==> config.mk <==
export PLATFORM = sky130hd
export DESIGN_NAME = fuse_prog_seq
export DESIGN_NICKNAME = d
export VERILOG_FILES = /design/src/rtl/fuse_seq_pkg.sv /design/src/rtl/fuse_tmg_unpack.sv /design/src/rtl/fuse_phase_cnt.sv /design/src/rtl/fuse_bit_shift.sv /design/src/rtl/fuse_prog_seq.sv
export SDC_FILE = /design/constraint.sdc
export NUM_CORES = 1
export LEC_CHECK = 0
export ABC_AREA = 1
export BUFFER_PORTS_ARGS = -buffer_cell sky130_fd_sc_hd__clkbuf_2
export CAP_MARGIN = 40
export CORE_MARGIN = 4
export CORE_UTILIZATION = 55
export CTS_CLUSTER_DIAMETER = 60
export DETAILED_ROUTE_END_ITERATION = 6
export PLACE_DENSITY = 0.86
export SLEW_MARGIN = 20
export SYNTH_ARGS = -nofsm -noshare
export SYNTH_HDL_FRONTEND = slang
export SYNTH_SLANG_ARGS = --single-unit
==> constraint.sdc <==
create_clock -name clk -period 4.2 [get_ports clk]
set_clock_uncertainty 0.05 [all_clocks]
set_input_delay 0.84 -clock clk [delete_from_list [all_inputs] [get_ports clk]]
set_output_delay 0.84 -clock clk [all_outputs]
set_load 0.02 [all_outputs]
==> src/rtl/fuse_seq_pkg.sv <==
package fuse_seq_pkg;

  // Phase lengths stored as (cycles - 1), so that a field of zero still gives one cycle.
  typedef struct packed {
    logic [11:0] prog;
    logic [3:0]  relax;
    logic [5:0]  rd;
  } fuse_tmg_t;

  typedef enum logic [2:0] {
    S_IDLE,
    S_READ,
    S_SCAN,
    S_RLX_A,
    S_STRB,
    S_RLX_B,
    S_POST,
    S_DONE
  } seq_state_t;

endpackage

==> src/rtl/fuse_tmg_unpack.sv <==
module fuse_tmg_unpack
  import fuse_seq_pkg::*;
(
  input  logic [31:0] timing_word,
  output fuse_tmg_t   lens
);
  logic [11:0] f_prog;
  logic [3:0]  f_relax;
  logic [5:0]  f_rd;

  assign f_prog  = timing_word[11:0];
  assign f_relax = timing_word[15:12];
  assign f_rd    = timing_word[21:16];

  always_comb begin
    lens.prog  = (f_prog  == '0) ? '0 : f_prog  - 12'd1;
    lens.relax = (f_relax == '0) ? '0 : f_relax - 4'd1;
    lens.rd    = (f_rd    == '0) ? '0 : f_rd    - 6'd1;
  end
endmodule

==> src/rtl/fuse_phase_cnt.sv <==
module fuse_phase_cnt #(
  parameter int W = 12
) (
  input  logic         clk,
  input  logic         rst,
  input  logic         load,
  input  logic [W-1:0] load_val,
  output logic         cnt_zero
);
  logic [W-1:0] cnt_q;

  always_ff @(posedge clk) begin
    if (rst)                cnt_q <= '0;
    else if (load)          cnt_q <= load_val;
    else if (cnt_q != '0)   cnt_q <= cnt_q - 1'b1;
  end

  assign cnt_zero = (cnt_q == '0);
endmodule

==> src/rtl/fuse_bit_shift.sv <==
module fuse_bit_shift #(
  parameter int DATA_W = 32,
  localparam int IDX_W = $clog2(DATA_W)
) (
  input  logic              clk,
  input  logic              rst,
  input  logic              load,
  input  logic [DATA_W-1:0] load_data,
  input  logic              shift,
  output logic              lsb_o,
  output logic [IDX_W-1:0]  idx_o,
  output logic              last_o
);
  logic [DATA_W-1:0] sh_q;
  logic [IDX_W-1:0]  idx_q;

  always_ff @(posedge clk) begin
    if (rst) begin
      sh_q  <= '0;
      idx_q <= '0;
    end else if (load) begin
      sh_q  <= load_data;
      idx_q <= '0;
    end else if (shift) begin
      sh_q  <= {1'b0, sh_q[DATA_W-1:1]};
      idx_q <= idx_q + 1'b1;
    end
  end

  assign lsb_o  = sh_q[0];
  assign idx_o  = idx_q;
  assign last_o = (idx_q == IDX_W'(DATA_W-1));
endmodule

==> src/rtl/fuse_prog_seq.sv <==
module fuse_prog_seq
  import fuse_seq_pkg::*;
#(
  parameter int ADDR_W   = 7,
  parameter int DATA_W   = 32,
  parameter int POST_CYC = 400
) (
  input  logic                       clk,
  input  logic                       rst,
  input  logic                       start_i,
  input  logic [ADDR_W-1:0]          addr_i,
  input  logic [DATA_W-1:0]          data_i,
  input  logic [31:0]                timing_i,
  output logic                       busy_o,
  output logic                       done_o,
  output logic [ADDR_W-1:0]          fuse_addr_o,
  output logic                       fuse_rd_o,
  input  logic [DATA_W-1:0]          fuse_rdata_i,
  output logic                       fuse_prog_o,
  output logic [$clog2(DATA_W)-1:0]  fuse_bit_o
);
  localparam int IDX_W  = $clog2(DATA_W);
  localparam int PW     = $clog2(POST_CYC + 1);
  localparam int CNT_W  = (PW > 12) ? PW : 12;
  localparam int POST_L = (POST_CYC > 0) ? POST_CYC - 1 : 0;

  seq_state_t        state_q, state_d;
  fuse_tmg_t         tmg_in, tmg_q;
  logic [ADDR_W-1:0] addr_q;
  logic [DATA_W-1:0] data_q;
  logic              accept;
  logic              cnt_load, cnt_zero;
  logic [CNT_W-1:0]  cnt_val;
  logic              sh_load, sh_shift, sh_lsb, sh_last;
  logic [IDX_W-1:0]  sh_idx;

  fuse_tmg_unpack u_unpack (
    .timing_word (timing_i),
    .lens        (tmg_in)
  );

  fuse_phase_cnt #(.W(CNT_W)) u_cnt (
    .clk      (clk),
    .rst      (rst),
    .load     (cnt_load),
    .load_val (cnt_val),
    .cnt_zero (cnt_zero)
  );

  fuse_bit_shift #(.DATA_W(DATA_W)) u_shift (
    .clk       (clk),
    .rst       (rst),
    .load      (sh_load),
    .load_data (data_q & ~fuse_rdata_i),
    .shift     (sh_shift),
    .lsb_o     (sh_lsb),
    .idx_o     (sh_idx),
    .last_o    (sh_last)
  );

  assign accept = (state_q == S_IDLE) && start_i;

  always_comb begin
    state_d  = state_q;
    cnt_load = 1'b0;
    cnt_val  = '0;
    sh_load  = 1'b0;
    sh_shift = 1'b0;
    unique case (state_q)
      S_IDLE: if (start_i) begin
        state_d  = S_READ;
        cnt_load = 1'b1;
        cnt_val  = CNT_W'(tmg_in.rd);
      end
      S_READ: if (cnt_zero) begin
        sh_load = 1'b1;
        state_d = S_SCAN;
      end
      S_SCAN: begin
        if (sh_lsb) begin
          state_d  = S_RLX_A;
          cnt_load = 1'b1;
          cnt_val  = CNT_W'(tmg_q.relax);
        end else begin
          sh_shift = 1'b1;
          if (sh_last) begin
            state_d  = S_POST;
            cnt_load = 1'b1;
            cnt_val  = CNT_W'(POST_L);
          end
        end
      end
      S_RLX_A: if (cnt_zero) begin
        state_d  = S_STRB;
        cnt_load = 1'b1;
        cnt_val  = CNT_W'(tmg_q.prog);
      end
      S_STRB: if (cnt_zero) begin
        state_d  = S_RLX_B;
        cnt_load = 1'b1;
        cnt_val  = CNT_W'(tmg_q.relax);
      end
      S_RLX_B: if (cnt_zero) begin
        sh_shift = 1'b1;
        if (sh_last) begin
          state_d  = S_POST;
          cnt_load = 1'b1;
          cnt_val  = CNT_W'(POST_L);
        end else begin
          state_d  = S_SCAN;
        end
      end
      S_POST: if (cnt_zero) state_d = S_DONE;
      S_DONE: state_d = S_IDLE;
      default: state_d = S_IDLE;
    endcase
  end

  always_ff @(posedge clk) begin
    if (rst) begin
      state_q <= S_IDLE;
      addr_q  <= '0;
      data_q  <= '0;
      tmg_q   <= '0;
    end else begin
      state_q <= state_d;
      if (accept) begin
        addr_q <= addr_i;
        data_q <= data_i;
        tmg_q  <= tmg_in;
      end
    end
  end

  assign busy_o      = (state_q != S_IDLE) && (state_q != S_DONE);
  assign done_o      = (state_q == S_DONE);
  assign fuse_rd_o   = (state_q == S_READ);
  assign fuse_prog_o = (state_q == S_STRB);
  assign fuse_addr_o = addr_q;
  assign fuse_bit_o  = sh_idx;

  // quiet outputs right after reset
  p_reset_quiet_r1: assert property (@(posedge clk)
    rst |=> (!busy_o && !done_o && !fuse_rd_o && !fuse_prog_o));

  // read and program strobes exclusive
  p_strobe_excl_r10: assert property (@(posedge clk) disable iff (rst)
    !(fuse_rd_o && fuse_prog_o));

  // program strobe only inside an operation
  p_prog_in_busy_r8: assert property (@(posedge clk) disable iff (rst)
    fuse_prog_o |-> busy_o);

  // address held during an operation
  p_addr_hold_r3: assert property (@(posedge clk) disable iff (rst)
    (busy_o && $past(busy_o)) |-> $stable(fuse_addr_o));

  // bit index stable while a strobe is held
  p_bit_hold_r7: assert property (@(posedge clk) disable iff (rst)
    (fuse_prog_o && $past(fuse_prog_o)) |-> $stable(fuse_bit_o));

  // done is a single pulse that follows busy
  p_done_pulse_r9: assert property (@(posedge clk) disable iff (rst)
    done_o |=> !done_o);
  p_done_after_busy_r9: assert property (@(posedge clk) disable iff (rst)
    done_o |-> (!busy_o && $past(busy_o)));

  // the read comes first in every operation
  p_read_first_r5: assert property (@(posedge clk) disable iff (rst)
    $rose(busy_o) |-> fuse_rd_o);

endmodule

-- Word level (Yosys, flattened, before mapping)
Index checks and enable logic that the tools add are counted.
- output and inout port bits: 16
- register bits after elaboration: 107
- word-level logic and storage cells: 78
- bits of input ports: 106
- reduce and logical (&&, ||, !) cells: 14
- add/sub/neg operators: 5
- equal/unequal tests: 16
- bitwise gates (word level): 2
- muxes and demuxes: 33
- operators by type and width (kind ; number):
    32-bit two-way mux ; 2
    12-bit two-way mux ; 5
    12-bit case mux with 5 select lines ; 1
    32-bit bitwise AND ; 1
    32-bit inverter ; 1
    3-bit two-way mux ; 9
    12-bit logical NOT ; 2
    3-bit case mux with 8 select lines ; 1
    12-bit by 1-bit subtractor with 12-bit output (second input constant) ; 2
    9-bit two-way mux ; 2
    3-bit == test (second input constant) ; 4
    6-bit two-way mux ; 2
    12-bit nonzero test ; 1
    4-bit two-way mux ; 2
    2-bit != test (second input constant) ; 4
    1-bit two-way mux ; 7
    7-bit AND reduction ; 1
    3-bit by 2-bit == test with 1-bit output (second input constant) ; 2
    6-bit logical NOT ; 1
    6-bit by 1-bit subtractor with 6-bit output (second input constant) ; 1
    5-bit by 1-bit adder with 5-bit output (second input constant) ; 1
    5-bit == test (second input constant) ; 1
    4-bit logical NOT ; 1
    2-bit by 1-bit != test with 1-bit output (second input constant) ; 2
    11 further kinds ; 14

-- Longest topological paths before layout
Gate-level depths: netlist (run 1).
- depth in word-level cells: 5
- mapped depth: 13
- depth with buffers taken out: 13

-- Cells and area by module
A second synthesis (run 1) with hierarchy kept.
- cell total of the unflattened synthesis: 933
- area total of the unflattened synthesis: 6105.9 µm²
- modules (own cells, without submodules) (module ; area an instance (µm²) ; times used ; cells each):
    fuse_prog_seq ; 2830.2 ; 1 ; 375
    fuse_bit_shift ; 1830.5 ; 1 ; 297
    fuse_phase_cnt ; 859.6 ; 1 ; 140
    fuse_tmg_unpack ; 585.6 ; 1 ; 121

-- Worst setup path after synthesis (run 1)
OpenSTA, ideal clock, no wires.
- kind: register to output
- from: reg state_q[0]
- to: out busy_o
- setup slack: 2.286 ns
- stages on the path, launching flop included: 7
- data required time: 3.310 ns
- data arrival time: 1.024 ns
- buffers on the path: 1
- path through: dfxtp_1 -> buf_4 -> nand2_1 -> inv_1 -> nand2_1 -> inv_1 -> nor2_1
- longest elaborated chain between the ends: 2
- elaborated cells between the ends (all ways): 3
- ends and longest elaborated chain (item ; line ; RTL):
    from (decl) ; fuse_prog_seq.sv:27 ; seq_state_t state_q, state_d;
    from (signal assigned) ; fuse_prog_seq.sv:126 ; state_q <= state_d;
    3-bit != test or 3-bit nonzero test (tied branches) ; fuse_prog_seq.sv:135 ; assign busy_o = (state_q != S_IDLE) && (state_q != S_DONE);
    1-bit logical AND (*) ; fuse_prog_seq.sv:135 ;
    to (decl) ; fuse_prog_seq.sv:14 ; output logic busy_o,
Mark *: on every way between the ends. The rest lies on a longest branch, timed or not.

-- Worst setup path in the final report (run 1)
- from: reg u_cnt.cnt_q[0]
- to: reg u_shift.sh_q[27]
- longest elaborated chain between the ends: 4
- elaborated cells between the ends (all ways): 6
- ends and longest elaborated chain (item ; line ; RTL):
    from (decl) ; fuse_phase_cnt.sv:10 ; logic [W-1:0] cnt_q;
    from (signal assigned) ; fuse_phase_cnt.sv:14 ; else if (load) cnt_q <= load_val;
    from (signal assigned) ; fuse_phase_cnt.sv:15 ; else if (cnt_q != '0) cnt_q <= cnt_q - 1'b1;
    12-bit logical NOT (*) ; fuse_phase_cnt.sv:18 ; assign cnt_zero = (cnt_q == '0);
    1-bit two-way mux (*) ; fuse_prog_seq.sv:75, fuse_prog_seq.sv:103 ;
    1-bit case mux with 2 select lines or 1-bit two-way mux (tied branches) ; fuse_prog_seq.sv:69 ; unique case (state_q)
    2-bit nonzero test (no line) or 32-bit two-way mux (tied branches) ; n/a ;
    to (signal assigned) ; fuse_bit_shift.sv:22 ; sh_q <= load_data;
    to (signal assigned) ; fuse_bit_shift.sv:25 ; sh_q <= {1'b0, sh_q[DATA_W-1:1]};
    to (decl) ; fuse_bit_shift.sv:14 ; logic [DATA_W-1:0] sh_q;
Marked as above.
A chain may end at the register's enable or synchronous reset.

==> results of run 1 <==
[area by class of cell]
type / count / area (um2) / share of cell area
clock buffer: 10 / 128 / 0.0199
clock inverter: 6 / 72.6 / 0.0113
inverter: 85 / 322 / 0.0501
multi-input combinational: 615 / 3010 / 0.469
sequential: 107 / 2140 / 0.334
tap: 133 / 166 / 0.0259
timing repair buffer: 114 / 578 / 0.0900
[routing by layer]
layer | share of wire | up-vias
met5 | 0 | -
met2 | 0.45 | 176
met3 | 0.080 | 14
met4 | 0.010 | 0
met1 | 0.46 | 2452
li1 | - | 2905
[metrics by stage]
stage	setup slack [ns]	utilization	cell area, um2
after floorplan	2.29	-	5720
after global placement	1.48	0.625	6220
after detailed placement	1.48	0.625	6220
after CTS	1.45	0.645	6420
after global routing	1.09	0.645	6420
final	1.45	0.645	6420
[cells in the mapped netlist, types with 14 or more instances]
cell / number
nand2_1: 220
clkbuf_1: 15
nand3_1: 31
dfxtp_1: 107
xor2_1: 15
inv_1: 76
nor2_1: 100
buf_2: 14
nand4_1: 44
o21ai_0: 49
a21oi_1: 97
[worst paths after layout]
path                                          to  slack, ns  cells past startpoint
worst max-delay path            u_shift.sh_q[27]       1.45                     10
worst min-delay path                  data_q[27]       0.41                      2
worst min register to register        data_q[27]       0.41                      2
worst max register to register  u_shift.sh_q[27]       1.45                     10
[cell families (layout without fill, tap and decap cells)]
group                    Yosys count  count (layout)  share of synthesized area
XOR/XNOR                          19              19                     0.0291
AO/OA/AOI/OAI                    157             157                      0.140
AND/OR/NAND/NOR                  431             431                      0.340
flip-flops                       107             107                      0.374
adder cells (fa/ha/maj)            8               8                     0.0175
buffers and inverters            127             215                     0.0986
[flip-flops by register name, summed over array words and instances, names as in the netlist]
register,cells
data_q,32
u_shift.sh_q,32
tmg_q,16
u_cnt.cnt_q,12
fuse_addr_o,7
u_shift.idx_o,5
state_q,3
[power groups by stage]
stage | clock network (mW) | registers (mW) | logic (mW)
finish | 0.643 | 1.39 | 1.67
global route | 0.697 | 1.42 | 1.89
CTS | 0.653 | 1.39 | 1.66
detailed placement | 0 | 1.41 | 1.65
global placement | 0 | 1.40 | 1.63
floorplan | 0 | 1.40 | 1.36
[worst register-to-register path: stages, from the launching register on]
cell and delay [ns]:
dfxtp_1 0.33, inv_1 0.13, ha_1 0.23, nand2_2 0.08, nor2_4 0.20, nand3_4 0.56
inv_2 0.70, nand2_1 0.13, nand2_1 0.10, nand2_1 0.06, a21oi_1 0.13
==> impl_metrics.toml, run 1 <==
[worst_setup_path]
startpoint = "u_cnt.cnt_q[0]"
endpoint_kind = "flop"
path_buf_inv = 2
critical-path-max-stage-delay_ns = 0.68
required_ns = 4.46
worstSetupPathType = "reg2reg"
crit_arrival_ns = 3.01
cp_cell_sequence = "inv_1 > ha_1 > nand2_2 > nor2_4 > nand3_4 > inv_2 > nand2_1 > nand2_1 > nand2_1 > a21oi_1"
start_kind = "flop"
critical-path-slowest-cell = "inv_2"
cpLargestDelayFamily = "simple AND/OR/NAND/NOR gates"
path_max_fanout = 66
critPathMostFrequentCell = "nand2_1"
crit-reg2reg-launch = "u_cnt.cnt_q[0]"

[sta]
grt_setup_unrepaired = "false"
fmax_mhz = 363
slew_headroom = 0.532
fin_hold_ws_ns = 0.406
fin_crit_sh = 0.656
report.final.slew_viol_count = 0
period_needed_ns = 2.75
finalHoldViolations = 0
setup_viol = 0
fin_setup_tns_ns = 0
tightestPinTransition_ns = 0.701

[power_and_ir_drop]
finalPower_mw = 3.71
p_seq_frac = 0.375
p_per_area_nw_per_um2 = 577
ir_drop_v = 0.000372
leakage_nw = 2.97
switching_share = 0.448
comb_power_share = 0.451
power.switching_mw = 1.66
p_clk_frac = 0.174
internal_power_mw = 2.05

[grt]
grt_max_degree = 67
antenna_found_initial = 0
grt_pass1_wl_mm = 21.8
met3_usage = 0.0536
grt_pass1_vias = 4870
grtUsageMet2 = 0.354
grt.busiest_layer = "met2"
grt_overflow = 0
gr-usage-met1 = 0.304
gr-usage-all-layers = 0.222

[synthesis]
syn_area_um2 = 5720
yosys.cell_types.count = 36
ys_ff_latch = 107
synthArstFlopShare = 0
synthFlopType = "dfxtp_1"
ys_warn_count = 0
syn_inst = 849
ys_top_cells_by_area = "dfxtp_1 (37%), nand2_1 (14%), a21oi_1 (8.5%)"
yosysTopAreaCellShare = 0.374
synth_seq_area_share = 0.374
synthesis.nets = 963
yosysTopAreaCell = "dfxtp_1"
avgSynthCellArea_um2 = 6.74
synth_edf_count = 0

[floorplan]
die_area_um2 = 12100
start_util = 0.575
top_level_ports = 122
num_rows = 36
die_w_um = 110
die_h_um = 110
core_um2 = 9950

[outcome]
status = "complete, no violations"

[drt]
dr.pass1.iters = 6
drc_errors = 0
routed_wl_mm = 13.2
vias = 5547
ant_nets = 0
viasPerCell = 5.18
drt_iter0_markers = 301
avgRoutedWirePerCell_um = 12.4

[finish]
drive_above_1_share = 0.177
area_delta_synth_final_pct = 12.3
layout.cells.non_filler = 1070
fillers = 925
mostFrequentLayoutCell = "nand2_1"
final_cell_mix = "nand2_1 (220), clkbuf_2 (111), dfxtp_1 (107)"
diodes = 0
final_nets = 1046

[clock_tree]
h-tree-depth = 3
path_clk_slew_ns = 0.10
cts.sinks = 107
cts_made_buffers = 9
clock_path_buffers = 2
ctsResizeCount = 0
cts_tree = "built"
clkLatencyLatePin_ns = 0.37
cts_setup_buffers = 0
cts-root-buf = "clkbuf_8"
hold_buffers = 0

[placed_design]
port_buffers = 111
placed_cells = 1054
gp_congestion = 0.913
hpwl_mm = 9.40

[hold_path]
worstHoldPathType = "reg2reg"
holdCritStartpoint = "data_q[27]"

[run]
maxCapViolCount = 0
No activity file was read; power rests on OpenSTA's default activity.
==> run 2, diff against run 1 <==
Settings changed: CORE_UTILIZATION 55 to 50, PLACE_DENSITY 0.86 to 0.83.
Clock period 4.2 ns to 2.5 ns, I/O delays scaled along.
==> run 2 against run 1 <==
  * Final area up 2.6%
  * Core utilization is 4.8 points lower
  * Sequential share of layout area shrank 0.86 points
  * Clock power grew 130%
  * Critical path type unchanged
  * Largest power group unchanged
==> impl_metrics.toml, run 2 (synthesis gave the netlist of run 1 again) <==
[placed_design]
postPlaceCellArea_um2 = 6280
placed_cells = 1068
pre_cts_slack_ns = 0.402
gp_congestion = 0.908
port_buffers = 111
hpwl_mm = 9.70

[power_and_ir_drop]
leakage_nw = 3.04
finalPower_mw = 6.67
ir_drop_v = 0.000630
p_per_area_nw_per_um2 = 1010

[clock_tree]
ctsResizeCount = 0
clkLatencyLatePin_ns = 0.36
clock_path_buffers = 2
cts_setup_buffers = 0
cts_tree = "built"
path_clk_slew_ns = 0.08
cts-root-buf = "clkbuf_16"
cts.sinks = 107
hold_buffers = 0
h-tree-depth = 3
cts_made_buffers = 9

[worst_setup_path]
start_kind = "flop"
worstSetupPathType = "reg2reg"
ff2ff_setup_slack_ns = 0.38
required_ns = 2.68
startpoint = "u_shift.idx_o[0]"
reg2reg_depth = 10
r2r_end = "u_cnt.cnt_q[11]"
endpoint_kind = "flop"
crit_arrival_ns = 2.30
path_max_fanout = 7
crit-reg2reg-launch = "u_shift.idx_o[0]"

[sta]
fin_setup_tns_ns = 0
period_needed_ns = 2.12
report.final.slew_viol_count = 0
slew_headroom = 0.605
fmax_mhz = 471
setup_viol = 0
grt_setup_unrepaired = "false"
finalWorstSetupSlack_ns = 0.379
finalHoldViolations = 0
fin_crit_sh = 0.848
tightestPinTransition_ns = 0.592
fin_hold_ws_ns = 0.312

[hold_path]
hold_end = "fuse_addr_o[5]"
holdCritStartpoint = "addr_i[5]"
worstHoldPathType = "in2reg"
whs_path_depth = 3

[floorplan]
die_area_um2 = 13200
die_h_um = 115
die_w_um = 115
start_util = 0.519
core_um2 = 11000
top_level_ports = 122
num_rows = 38

[finish]
fillers = 1080
layout.cells.non_filler = 1084
reg_top3 = "data_q: 32 flops, u_shift.sh_q: 32 flops, tmg_q: 16 flops"
final_core_util = 0.598
mostFrequentLayoutCell = "nand2_1"
seq_area_um2 = 2140
area_delta_synth_final_pct = 15.2
drive_above_1_share = 0.183
final_cell_mix = "nand2_1 (220), clkbuf_2 (111), dfxtp_1 (107)"
final_nets = 1053
fin_area_um2 = 6590
multi_input_area_um2 = 3010
diodes = 0

[drt]
routed_wl_mm = 13.6
vias = 5623
viasPerCell = 5.19
met2_length_mm = 6.16
ant_nets = 0
dr.pass1.iters = 5
drc_errors = 0
wl_met1_mm = 6.24
drt_iter0_markers = 299
dr.max_layer_used = "met4"
wl_met3_um = 949
avgRoutedWirePerCell_um = 12.5

[grt]
antenna_found_initial = 0
grt_max_degree = 54
gr-usage-all-layers = 0.209
grt_pass1_wl_mm = 23.0
grt_overflow = 0
grt_pass1_vias = 5177

[outcome]
status = "complete, no violations"

[run]
maxCapViolCount = 0
-- run 2: cell count changes in the layout (fill, tap and decap cells not counted) --
cell | previous run | this run
buf_4 | 3 | 10
clkbuf_16 | 0 | 9
clkbuf_8 | 9 | 0
clkinv_2 | 1 | 0
clkinv_4 | 2 | 0
clkinv_8 | 0 | 1
clkinvlp_4 | 0 | 1
inv_6 | 1 | 3
inv_8 | 1 | 0
-- run 2: routing by layer --
metal / vias to the layer above / track usage
met5: - / 0
met4: 0 / 0.0618
met3: 19 / 0.0474
met2: 160 / 0.337
met1: 2517 / 0.281
li1: 2927 / -
-- run 2: area by class of cell --
class | count | share of cell area
Clock buffer | 10 | 0.0347
Clock inverter | 6 | 0.0121
Inverter | 85 | 0.0488
Multi-Input combinational cell | 615 | 0.457
Sequential cell | 107 | 0.325
Tap cell | 140 | 0.0266
Timing Repair Buffer | 121 | 0.0957
-- run 2: how the worst max path moves through the flow --
stage                      endpoint  cells after the start
CTS                 u_cnt.cnt_q[11]                     10
finish              u_cnt.cnt_q[11]                     10
detailed placement   u_cnt.cnt_q[6]                     10
floorplan            u_cnt.cnt_q[0]                     13
global route         u_cnt.cnt_q[3]                     10
global placement    u_cnt.cnt_q[11]                     10
-- run 2: power breakdown --
part / leakage [nW] / switching, mW / internal [mW]
logic: 2.02 / 1.97 / 0.896
clock network: 0.147 / 0.672 / 0.797
registers: 0.876 / 0.235 / 2.10
-- run 2: worst max-delay path, cell delays in order (launching register included) --
cell and delay, ns:
dfxtp_1 0.36, ha_1 0.23, nand2_1 0.08, nor2_1 0.05, ha_1 0.21, nor2_1 0.18
nor2_4 0.08, nor2_2 0.24, nand3_2 0.18, nand2_1 0.27, nor2_1 0.08
==> run 3, diff against run 2 <==
Settings changed: CORE_UTILIZATION 50 to 55, PLACE_DENSITY 0.83 to 0.86.
Clock period 2.5 ns to 2 ns, I/O delays scaled along.
==> run 3 against run 2 <==
  * Non-clock buffer count rose by 12
  * Final cell count rose by 0.55%
  * Combinational power rose by 40%
  * Via count rose by 1.4%
  * Final area rose by 1.3%
  * Count of clock-buffer cells in the layout did not move
  * Register-to-register slack got worse by 0.31 ns
  * Power rose by 22%
  * Worst hold slack got worse by 0.11 ns
  * Core utilization rose by 7.3 points
  * Sequential cell count did not move
  * Sequential power rose by 25%
  * Critical endpoint is now u_cnt.cnt_q[6]
  * Largest power group unchanged
==> impl_metrics.toml, run 3 (synthesis gave the netlist of run 1 again) <==
[floorplan]
die_area_um2 = 12100
num_rows = 36
core_um2 = 9950
top_level_ports = 122
start_util = 0.575
die_w_um = 110
die_h_um = 110

[hold_path]
worstHoldPathType = "in2reg"

[sta]
fmax_mhz = 517
period_needed_ns = 1.93
fin_crit_sh = 0.966
finalHoldViolations = 0
fin_setup_tns_ns = 0
report.final.slew_viol_count = 0
slew_headroom = 0.621
setup_viol = 0
tightestPinTransition_ns = 0.568

[drt]
avgRoutedWirePerCell_um = 12.7
dr.pass1.iters = 5
viasPerCell = 5.23
wl_met1_mm = 6.24
met2_length_mm = 6.39
drt_iter0_markers = 307
ant_nets = 0
vias = 5702
wl_met3_mm = 1.04
routed_wl_mm = 13.9
drc_errors = 0
dr.max_layer_used = "met4"

[power_and_ir_drop]
leakage_nw = 3.09
p_per_area_nw_per_um2 = 1220
ir_drop_v = 0.000838
finalPower_mw = 8.16

[worst_setup_path]
crit_arrival_ns = 2.14
crit-reg2reg-launch = "u_shift.idx_o[1]"
r2r_end = "u_cnt.cnt_q[6]"
startpoint = "u_shift.idx_o[1]"
endpoint_kind = "flop"
required_ns = 2.21
crit_path_end = "u_cnt.cnt_q[6]"
ff2ff_setup_slack_ns = 0.07
path_max_fanout = 5
worstSetupPathType = "reg2reg"
reg2reg_depth = 12
start_kind = "flop"

[clock_tree]
clock_path_buffers = 2
h-tree-depth = 3
cts_tree = "built"
clkLatencyLatePin_ns = 0.37
cts-root-buf = "clkbuf_8"
cts_made_buffers = 9
path_clk_slew_ns = 0.10
cts.sinks = 107
hold_buffers = 0

[grt]
grt_overflow = 0
grt_max_degree = 54
grt_pass1_wl_mm = 22.2
antenna_found_initial = 0
grt_pass1_vias = 5085
gr-usage-all-layers = 0.223

[outcome]
status = "complete, no violations"

[finish]
final_nets = 1066
drive_above_1_share = 0.210
area_delta_synth_final_pct = 16.8
reg_top3 = "data_q: 32 flops, u_shift.sh_q: 32 flops, tmg_q: 16 flops"
final_cell_mix = "nand2_1 (219), clkbuf_2 (111), dfxtp_1 (104)"
diodes = 0
mostFrequentLayoutCell = "nand2_1"

[placed_design]
gp_congestion = 0.916
hpwl_mm = 9.81
port_buffers = 111

[run]
maxCapViolCount = 0
[run 3: changes by cell type in the layout (fill, tap and decap cells not counted), sizes merged]
| cell | change |
|---|---|
| nand3 | +1 |
| clkinv | +3 |
| buf | +12 |
| inv | -2 |
| bufinv | -1 |
[run 3: repair_timing]
item / CTS / global route
setup endpoints to repair: 10 / 45
buffers inserted: 1 / 3
pin swaps: 1 / 8
endpoints found under the hold margin: 0 / 0
cloned: 0 / 1
gates resized for setup: 4 / 18
[run 3: worst max-delay path: stages, from the launching register on]
cell and delay (ns):
dfxtp_2 0.38, ha_4 0.14, nand2_1 0.07, nor2_1 0.13, ha_2 0.23, nor2_2 0.06
nor2_4 0.15, nor2_4 0.08, buf_4 0.15, nand3_1 0.13, nand2_1 0.09, a21oi_2 0.11
nor2_1 0.05
[run 3: power breakdown]
part	switching, mW	total [mW]	leakage, nW	internal, mW
logic	2.67	4.01	2.12	1.34
clock network	0.758	1.23	0.0884	0.467
registers	0.298	2.93	0.877	2.63
total	3.73	8.16	3.09	4.44
[run 3: layer usage]
| layer | track usage | vias to the layer above |
|---|---|---|
| met3 | 0.0501 | 21 |
| met1 | 0.289 | 2552 |
| met2 | 0.376 | 180 |
| met4 | 0.0588 | 0 |
| met5 | 0 | - |
| li1 | - | 2949 |
[run 3: worst min path at each step]
| stage | from | to | slack, ns | cells after the start |
|---|---|---|---|---|
| after floorplan | data_q[0] | data_q[0] | 0.38 | 2 |
| after global placement | data_q[3] | data_q[3] | 0.39 | 2 |
| after detailed placement | data_q[8] | data_q[8] | 0.39 | 2 |
| after CTS | addr_i[4] | fuse_addr_o[4] | 0.18 | 3 |
| after global routing | addr_i[6] | fuse_addr_o[6] | 0.19 | 3 |
| final | addr_i[5] | fuse_addr_o[5] | 0.20 | 3 |
[run 3: layout make-up]
class | instances | area [um2]
inverters | 85 | 324
flip-flops and latches | 107 | 2150
fillers | 900 | 3270
clock inverters | 6 | 50.0
clock buffers | 10 | 128
multi-input cells | 616 | 3110
repair buffers | 133 | 758
well taps | 133 | 166
[run 3: through the flow]
stage / area, um2 / instances / utilization / hold slack [ns] / setup WS [ns]
2_1_floorplan: 5720 / 849 / - / 0.380 / 0.0869
3_3_place_gp: 6370 / 1069 / 0.640 / 0.388 / 0.0491
3_5_place_dp: 6370 / 1069 / 0.640 / 0.394 / -0.0812
4_1_cts: 6570 / 1086 / 0.660 / 0.181 / 0.0204
5_1_grt: 6680 / 1090 / 0.671 / 0.195 / -0.0340
6_report: 6680 / 1090 / 0.671 / 0.197 / 0.0674
